--- config.mk ---
export PLATFORM = sky130hd
export DESIGN_NAME = ext_irq_ctrl
export DESIGN_NICKNAME = d
export VERILOG_FILES = /design/src/rtl/eirq_pkg.sv /design/src/rtl/eirq_sync.sv /design/src/rtl/eirq_latch_fsm.sv /design/src/rtl/eirq_regif.sv /design/src/rtl/ext_irq_ctrl.sv
export SDC_FILE = /design/constraint.sdc
export NUM_CORES = 1
export LEC_CHECK = 0
export ABC_AREA = 0
export BUFFER_PORTS_ARGS = -buffer_cell sky130_fd_sc_hd__buf_2
export CORE_AREA = 4 4 41 43
export DETAILED_ROUTE_END_ITERATION = 6
export DIE_AREA = 0 0 45 47
export PLACE_DENSITY = 0.66
export SLEW_MARGIN = 20
export SYNTH_ARGS = -nofsm -noshare
export SYNTH_HDL_FRONTEND = slang
export SYNTH_SLANG_ARGS = --single-unit
--- constraint.sdc ---
create_clock -name clk -period 1.4 [get_ports clk]
set_clock_uncertainty 0.15 [all_clocks]
set_input_delay 0.42 -clock clk [delete_from_list [all_inputs] [get_ports clk]]
set_output_delay 0.42 -clock clk [all_outputs]
set_load 0.01 [all_outputs]
--- src/rtl/eirq_pkg.sv ---
package eirq_pkg;
    typedef enum logic {
        ST_IDLE    = 1'b0,
        ST_PENDING = 1'b1
    } irq_state_e;

    localparam int REG_W    = 8;
    localparam int MODE_BIT = 0;
    localparam int MASK_BIT = 1;
    localparam int ACK_BIT  = 2;
    localparam int PEND_BIT = 3;
endpackage

--- src/rtl/eirq_sync.sv ---
module eirq_sync #(
    parameter int STAGES = 2
) (
    input  logic clk,
    input  logic rst_n,
    input  logic pin_n,
    output logic pin_low,
    output logic fall
);
    logic [STAGES-1:0] chain_q;
    logic              prev_q;

    always_ff @(posedge clk or negedge rst_n) begin
        if (!rst_n) begin
            chain_q <= '1;
            prev_q  <= 1'b1;
        end else begin
            chain_q <= {chain_q[STAGES-2:0], pin_n};
            prev_q  <= chain_q[STAGES-1];
        end
    end

    assign pin_low = ~chain_q[STAGES-1];
    assign fall    = prev_q & ~chain_q[STAGES-1];
endmodule

--- src/rtl/eirq_latch_fsm.sv ---
module eirq_latch_fsm
    import eirq_pkg::*;
(
    input  logic clk,
    input  logic rst_n,
    input  logic fall,
    input  logic pin_low,
    input  logic level_mode,
    input  logic ack_wr,
    input  logic brk_active,
    input  logic brk_clr_en,
    output logic pending
);
    irq_state_e state_q, state_d;
    logic       set_evt, clr_evt;

    assign set_evt = fall | (level_mode & pin_low);
    assign clr_evt = ack_wr & (~brk_active | brk_clr_en);

    always_ff @(posedge clk or negedge rst_n) begin
        if (!rst_n) state_q <= ST_IDLE;
        else        state_q <= state_d;
    end

    always_comb begin
        state_d = state_q;
        unique case (state_q)
            ST_IDLE:    if (set_evt) state_d = ST_PENDING;
            ST_PENDING: if (clr_evt && !set_evt) state_d = ST_IDLE;
            default:    state_d = ST_IDLE;
        endcase
    end

    always_comb begin
        pending = (state_q == ST_PENDING);
    end
endmodule

--- src/rtl/eirq_regif.sv ---
module eirq_regif
    import eirq_pkg::*;
#(
    parameter int              ADDR_W   = 8,
    parameter logic [ADDR_W-1:0] REG_ADDR = 8'h1E
) (
    input  logic              clk,
    input  logic              rst_n,
    input  logic [ADDR_W-1:0] addr,
    input  logic              wr,
    input  logic [REG_W-1:0]  wdata,
    input  logic              pending,
    output logic [REG_W-1:0]  rdata,
    output logic              mask_q,
    output logic              mode_q,
    output logic              ack_wr
);
    logic hit;
    logic unused_wbits;

    assign hit          = (addr == REG_ADDR);
    assign ack_wr       = wr & hit & wdata[ACK_BIT];
    assign unused_wbits = ^{wdata[REG_W-1:PEND_BIT]};

    always_ff @(posedge clk or negedge rst_n) begin
        if (!rst_n) begin
            mask_q <= 1'b0;
            mode_q <= 1'b0;
        end else if (wr && hit) begin
            mask_q <= wdata[MASK_BIT];
            mode_q <= wdata[MODE_BIT];
        end
    end

    always_comb begin
        rdata = '0;
        if (hit) begin
            rdata[PEND_BIT] = pending;
            rdata[MASK_BIT] = mask_q;
            rdata[MODE_BIT] = mode_q;
        end
    end
endmodule

--- src/rtl/ext_irq_ctrl.sv ---
module ext_irq_ctrl
    import eirq_pkg::*;
#(
    parameter int                ADDR_W      = 8,
    parameter logic [ADDR_W-1:0] REG_ADDR    = 8'h1E,
    parameter int                SYNC_STAGES = 2
) (
    input  logic              clk,
    input  logic              rst_n,
    input  logic              irq_pin_n,
    input  logic [ADDR_W-1:0] bus_addr,
    input  logic              bus_wr,
    input  logic [7:0]        bus_wdata,
    output logic [7:0]        bus_rdata,
    input  logic              brk_active,
    input  logic              brk_clr_en,
    output logic              irq_req
);
    logic sync_low, sync_fall;
    logic pend_q, mask_q, mode_q, ack_wr;

    eirq_sync #(.STAGES(SYNC_STAGES)) u_sync (
        .clk     (clk),
        .rst_n   (rst_n),
        .pin_n   (irq_pin_n),
        .pin_low (sync_low),
        .fall    (sync_fall)
    );

    eirq_latch_fsm u_fsm (
        .clk        (clk),
        .rst_n      (rst_n),
        .fall       (sync_fall),
        .pin_low    (sync_low),
        .level_mode (mode_q),
        .ack_wr     (ack_wr),
        .brk_active (brk_active),
        .brk_clr_en (brk_clr_en),
        .pending    (pend_q)
    );

    eirq_regif #(.ADDR_W(ADDR_W), .REG_ADDR(REG_ADDR)) u_regs (
        .clk     (clk),
        .rst_n   (rst_n),
        .addr    (bus_addr),
        .wr      (bus_wr),
        .wdata   (bus_wdata),
        .pending (pend_q),
        .rdata   (bus_rdata),
        .mask_q  (mask_q),
        .mode_q  (mode_q),
        .ack_wr  (ack_wr)
    );

    assign irq_req = pend_q & ~mask_q;
endmodule

# Yosys cells after proc, flatten, opt, wreduce, memory -nomap -nowiden
# Cells that the tools add are included.
[op_classes] eq_ne=1 n_mux=5 bitwise_logic=12 n_reduce_logical=3
[op_table] operator="$eq A8 B5 Y1 const B" n=1
[op_table] operator="$and A1 B1 Y1" n=6
[op_table] operator="$not A1 Y1" n=4
[op_table] operator="$mux W1" n=3
[op_table] operator="$logic_and A1 B1 Y1" n=2
[op_table] operator="$mux W2" n=1
[op_table] operator="$or A1 B1 Y1" n=2
[op_table] operator="$pmux W1 S2" n=1
[op_table] operator="$logic_not A1 Y1" n=1
[totals] reg_bits=6 inputBits=22 word_cells=26

# Depth between registers and ports, before layout
# Gate-level depths: netlist (run 1).
[depth] word_depth=7 ltp_mapped=3 mapped_depth_nobuf=3

# Hierarchy
# From an unflattened synthesis (run 1), not the netlist that was laid out.
[unflattened] cells_unflattened=28 area_unflattened_um2=325.3
[by_module_without_submodules] mod="eirq_regif" n_inst=1 cells_each=18 area_each_um2=178.9 seq_area_each_um2=50.0
[by_module_without_submodules] mod="eirq_sync" n_inst=1 cells_each=5 area_each_um2=88.8 seq_area_each_um2=78.8
[by_module_without_submodules] mod="eirq_latch_fsm" n_inst=1 cells_each=4 area_each_um2=43.8 seq_area_each_um2=25.0
[by_module_without_submodules] mod="ext_irq_ctrl" n_inst=1 cells_each=1 area_each_um2=13.8 seq_area_each_um2=0.0

# Worst setup path after synthesis (run 1)
# Ideal clock, no wire load.
[synth_path] kind="input-to-output" start="in bus_addr[6]" end="out bus_rdata[0]" t_arrival_ns=0.931 required_ns=0.830 slack_ns=-0.101 cell_stages=2 path_buffers=0 path_cell_list="and4bb_2 -> and3_2"
[synth_via] elab_chain_len=2
[synth_rtl] element="start: declaration" line="ext_irq_ctrl.sv:11" source="input logic [ADDR_W-1:0] bus_addr,"
[synth_rtl] element="$eq A8 B5 Y1" line="eirq_regif.sv:21" source="assign hit = (addr == REG_ADDR);"
[synth_rtl] element="$mux W2" line="eirq_regif.sv:37" source="if (hit) begin"
[synth_rtl] element="end: declaration" line="ext_irq_ctrl.sv:14" source="output logic [7:0] bus_rdata,"
# Every way passes these cells.

# Worst setup path in the final report (run 1)
[layout_path] start="in bus_addr[6]" end="out bus_rdata[3]"
[layout_via] elab_chain_len=2
[layout_rtl] element="$eq A8 B5 Y1" line="eirq_regif.sv:21"
[layout_rtl] element="$mux W1" line="eirq_regif.sv:37"
# Every way passes these cells.

==> results.toml, run 1 <==
[clock_tree]
htree_levels = 1
clkLatencyLatePin_ps = 240
cts_tree = "done"
cts_buffer_depth = 2
cts-root-buf = "clkbuf_4"
clkSinkCount = 6
cts_buffers = 3
clk_pin_slew_ps = 40
postCtsSetupBuffers = 0

[outcome]
outcome = "complete, but fails checks"
failed_checks = "negative setup slack"

[floorplanning]
die_y_um = 47
ios = 31
rows = 13
dieArea_mm2 = 0.00212
die_x_um = 45
initial_utilization_pct = 23.9
fp.coreArea_mm2 = 0.00130

[grt]
overflow = 0
grt_pass1_vias = 254
grt_util_met3_pct = 1.15
grt_pass1_wl_um = 910
met2_usage_pct = 9.32
grt.busiest_layer = "met2"
antenna_found_initial = 0
grt_max_degree = 7
grtUsageTotal_pct = 6.04
grtUsageMet1_pct = 7.16

[sta]
rsz0062_at_grt = "yes"
finalWorstSetupSlack_ps = -282
setup_violations = 4
finalCritPeriodShare_pct = 120
tns_ps = -897
fin_crit_ps = 1680
drv_slew = 0
max_freq_mhz = 594
final-hold-violation-count = 0

[placed_design]
dpl-instance-area_um2 = 423
numPortBuffers = 20
gp_congestion = 0.646
dp.cells = 62

[drt]
vias = 271
vias_per_cell = 4.04
wl_um = 628
ant_nets = 0
drcViolationCount = 0
first_pass_iters = 1
avgRoutedWirePerCell_um = 9.37
first_iter_violations = 0

[setup_path]
path_class = "in -> out"
setup.worst_path.end_class = "primary output"
cp.required_ps = 830
crit_fanout = 4
crit_path_start_kind = "primary input"
cp.arrival_ps = 1110

[power]
peakVddDrop_mv = 0.365
p_leak_nw = 0.256
powerDensity_mw_per_mm2 = 789

[synthesis]
syn-instance-count = 26
ys_ff_latch = 6
synth_top_area_cell = "dfstp_2"
synth_area_leaders = "dfstp_2 25%, dfrtp_1 24%, buf_4 12%"
synth_top_area_share_pct = 25.3
synth_warnings = 0
avgSynthCellArea_um2 = 12.0
ys_seq_area_share_pct = 49.4
synth_area_um2 = 312
synth_cell_types = 13

[hold_path]
worstHoldPathType = "in -> reg"

[layout]
nFillCells = 130
seqCellArea_um2 = 154
drive_above_1_share_pct = 69.2
area.growth.synth_to_final_pct = 68.7
fin_nets = 75
fin_area_um2 = 526
multi_input_area_um2 = 154
mostFrequentLayoutCells = "13 x buf_2, 7 x buf_6, 5 x conb_1"
fin_cells = 67
num_antenna_cells = 0
layout_commonest_cell = "buf_2"

[job]
cap_violations = 0
## repair_timing
item	4_1_cts	5_1_grt
hold buffers	1	0
gates resized for setup	10	2
endpoints found under the hold margin	3	0
pin swaps	5	5
setup endpoints to repair	4	6
## report_power, final
part | internal [W] | switching (W) | total, W
sequential | 0.000185 | 0.00000398 | 0.000189
combinational | 0.0000347 | 0.0000221 | 0.0000568
clock | 0.000108 | 0.0000614 | 0.000169
## through the flow
step | power, W | utilization (%) | hold slack [ps] | setup slack [ps]
after CTS | 0.000424 | 39.5 | 118 | -292
after global routing | 0.000440 | 40.4 | 119 | -309
after detailed placement | 0.000236 | 32.5 | 98.6 | -304
after global placement | 0.000235 | 32.5 | 95.2 | -296
after floorplan | 0.000217 | - | -25.6 | -98.9
final | 0.000415 | 40.4 | 132 | -282
## synthesized netlist by cell type
master    n
nand3_2   1
conb_1    1
nor2b_1   1
buf_4     5
dfrtp_1   3
dfstp_2   3
inv_1     1
o22a_2    1
nor2_1    2
and4bb_2  2
mux2_1    2
o221ai_1  1
and3_2    3
## logic make-up after synthesis
family / Yosys count / share of synthesized area (%)
buffers and inverters: 6 / 13.3
AO/OA/AOI/OAI: 2 / 6.02
other: 1 / 1.20
flip-flops: 6 / 49.4
AND/OR/NAND/NOR: 9 / 22.9
multiplexers: 2 / 7.23
## area by class of cell
class	count	share of cell area (%)
Clock buffer	4	5.00
Tap cell	15	3.57
Inverter	1	0.714
Sequential cell	6	29.3
Multi-Input combinational cell	18	29.3
Timing Repair Buffer	23	32.1
## path summary, 6_finish.rpt
| check | from | to | slack (ps) | cells after the start |
|---|---|---|---|---|
| worst max-delay path | bus_addr[6] | bus_rdata[3] | -280 | 4 |
| worst min-delay path | irq_pin_n | u_sync.chain_q[0] | 130 | 1 |
| worst max register to register | u_regs.mode_q | u_fsm.pending | 280 | 3 |
| worst min register to register | u_sync.chain_q[0] | u_sync.chain_q[1] | 200 | 0 |
| max in group asynchronous | rst_n | u_sync.prev_q | 500 | 2 |
| min in group asynchronous | rst_n | u_fsm.pending | 380 | 2 |
## critical path: stages
cell	delay [ps]
buf_6	90
and4bb_2	320
and3_4	190
buf_6	90
## metal layers
layer,wire length (um),vias up
met2,284,18
li1,-,133
met4,0,0
met5,0,-
met3,99,0
met1,243,120
## registers in the layout, indices dropped and copies added, names as in the netlist
signal          count
u_sync.prev_q       1
u_regs.mask_q       1
u_regs.mode_q       1
u_sync.chain_q      2
u_fsm.pending       1
Power figures use the tool's default switching activity.
==> inputs of run 2 (changes only) <==
CTS_CLUSTER_SIZE = 10   (was not set)
GPL_TIMING_DRIVEN = 0   (was not set)
==> run 2 against run 1 <==
Net effect:
- the run still ends with negative setup slack left
- via count increased by 4.8%
- global-route usage increased by 1.1 points
- final cell count increased by 9.0%
- clock power about the same
- first-iteration DRC count unchanged
- critical path type unchanged
- fmax decreased by 0.67%
- critical path depth unchanged
==> results.toml, run 2 (synthesis results as in run 1) <==
[clock_tree]
cts_tree = "done"
cts_buffers = 3
cts-root-buf = "clkbuf_4"
cts_buffer_depth = 2
clkLatencyLatePin_ps = 240
clkSinkCount = 6
htree_levels = 1
clk_pin_slew_ps = 40

[drt]
vias_per_cell = 3.89
wl_um = 707
ant_nets = 0
first_iter_violations = 0
drcViolationCount = 0
first_pass_iters = 1
avgRoutedWirePerCell_um = 9.68
vias = 284

[job]
cap_violations = 0

[layout]
fin_nets = 81
area.growth.synth_to_final_pct = 81.9
fin_cells = 73
largest_reg_flops = 2
drive_above_1_share_pct = 70.7
mostFrequentLayoutCells = "13 x buf_2, 8 x buf_4, 7 x buf_6"
num_antenna_cells = 0
fin_area_um2 = 567
layout_commonest_cell = "buf_2"
top_register = "u_sync.chain_q"

[setup_path]
cp.required_ps = 830
setup.worst_path.end_class = "primary output"
cp.arrival_ps = 1120
crit_chain = "buf_6 > and4bb_2 > and3_4 > buf_6"
path_class = "in -> out"
crit_top_cell = "buf_6"
max_stage_delay_ps = 330
crit_path_start_kind = "primary input"
crit_path_top_delay_cell = "and4bb_2"
crit_fanout = 4

[power]
peakVddDrop_mv = 0.436
p_leak_nw = 0.285
powerDensity_mw_per_mm2 = 750

[grt]
overflow = 0
grtUsageTotal_pct = 7.15
grt_pass1_wl_um = 1050
grt_max_degree = 7
antenna_found_initial = 0
grt_pass1_vias = 279

[outcome]
failed_checks = "negative setup slack"
outcome = "complete, but fails checks"

[sta]
setup_violations = 4
rsz0062_at_grt = "yes"
finalCritPeriodShare_pct = 121
final-hold-violation-count = 0
fin_crit_ps = 1690
finalWorstSetupSlack_ps = -294
max_freq_mhz = 590
drv_slew = 0

[floorplanning]
ios = 31
fp.coreArea_mm2 = 0.00130
initial_utilization_pct = 23.9
die_y_um = 47
die_x_um = 45
rows = 13
dieArea_mm2 = 0.00212

[hold_path]
worstHoldPathType = "in -> reg"

[placed_design]
numPortBuffers = 20
gp_congestion = 0.681
dp.cells = 65
dpl-instance-area_um2 = 445
==> run 2: cell types whose count changed in the layout (fill, tap and decap cells not counted), sizes merged <==
| cell | change |
|---|---|
| buf | +6 |
==> run 2: critical path: cells and delay by family <==
kind,cells,cell delay (ps)
AND/OR/NAND/NOR,2,520
buffers and inverters,2,180
==> run 2: metrics by stage <==
stage / setup slack (ps) / utilization (%) / power [W] / hold WS, ps / setup TNS (ps)
final: -294 / 43.6 / 0.000425 / 130 / -921
after global routing: -332 / 43.6 / 0.000451 / 116 / -1140
after CTS: -288 / 42.5 / 0.000433 / 117 / -924
after detailed placement: -316 / 34.2 / 0.000245 / 96.6 / -1260
after global placement: -307 / 34.2 / 0.000244 / 95.3 / -1220
after floorplan: -98.9 / - / 0.000217 / -25.6 / -297
==> run 2: repair_timing <==
action | CTS | global route
pin swaps | 5 | 4
setup endpoints to repair | 4 | 6
setup buffers | 3 | 0
hold endpoints to repair | 3 | 0
hold buffers | 1 | 0
gates resized for setup | 9 | 2
==> run 2: layout make-up <==
cell class / instances / area [um^2]
plain buffers: 5 / 37.5
clock buffers: 4 / 26.3
inverters: 1 / 3.75
flip-flops and latches: 6 / 154
repair buffers: 24 / 176
fillers: 136 / 734
multi-input cells: 18 / 150
well taps: 15 / 18.8
==> run 2: worst paths after layout <==
check                                  start                end  slack [ps]  depth (start not counted)
setup / recovery                 bus_addr[6]       bus_rdata[0]        -290                          4
hold / removal                     irq_pin_n  u_sync.chain_q[0]         130                          1
setup reg to reg               u_regs.mode_q      u_fsm.pending         290                          3
hold reg to reg            u_sync.chain_q[0]  u_sync.chain_q[1]         210                          0
max in group asynchronous              rst_n  u_sync.chain_q[0]         500                          2
min in group asynchronous              rst_n      u_regs.mode_q         370                          2
==> run 2: routing by layer <==
metal	track usage [%]	wire length (um)
met5	0	0
met4	7.02	0
met3	1.53	107
met2	11.9	353
met1	7.39	246
==> run 2: power by group <==
part	total (W)	switching [W]	internal, W
registers	0.000189	0.00000432	0.000185
logic	0.0000664	0.0000238	0.0000426
clock network	0.000170	0.0000617	0.000108
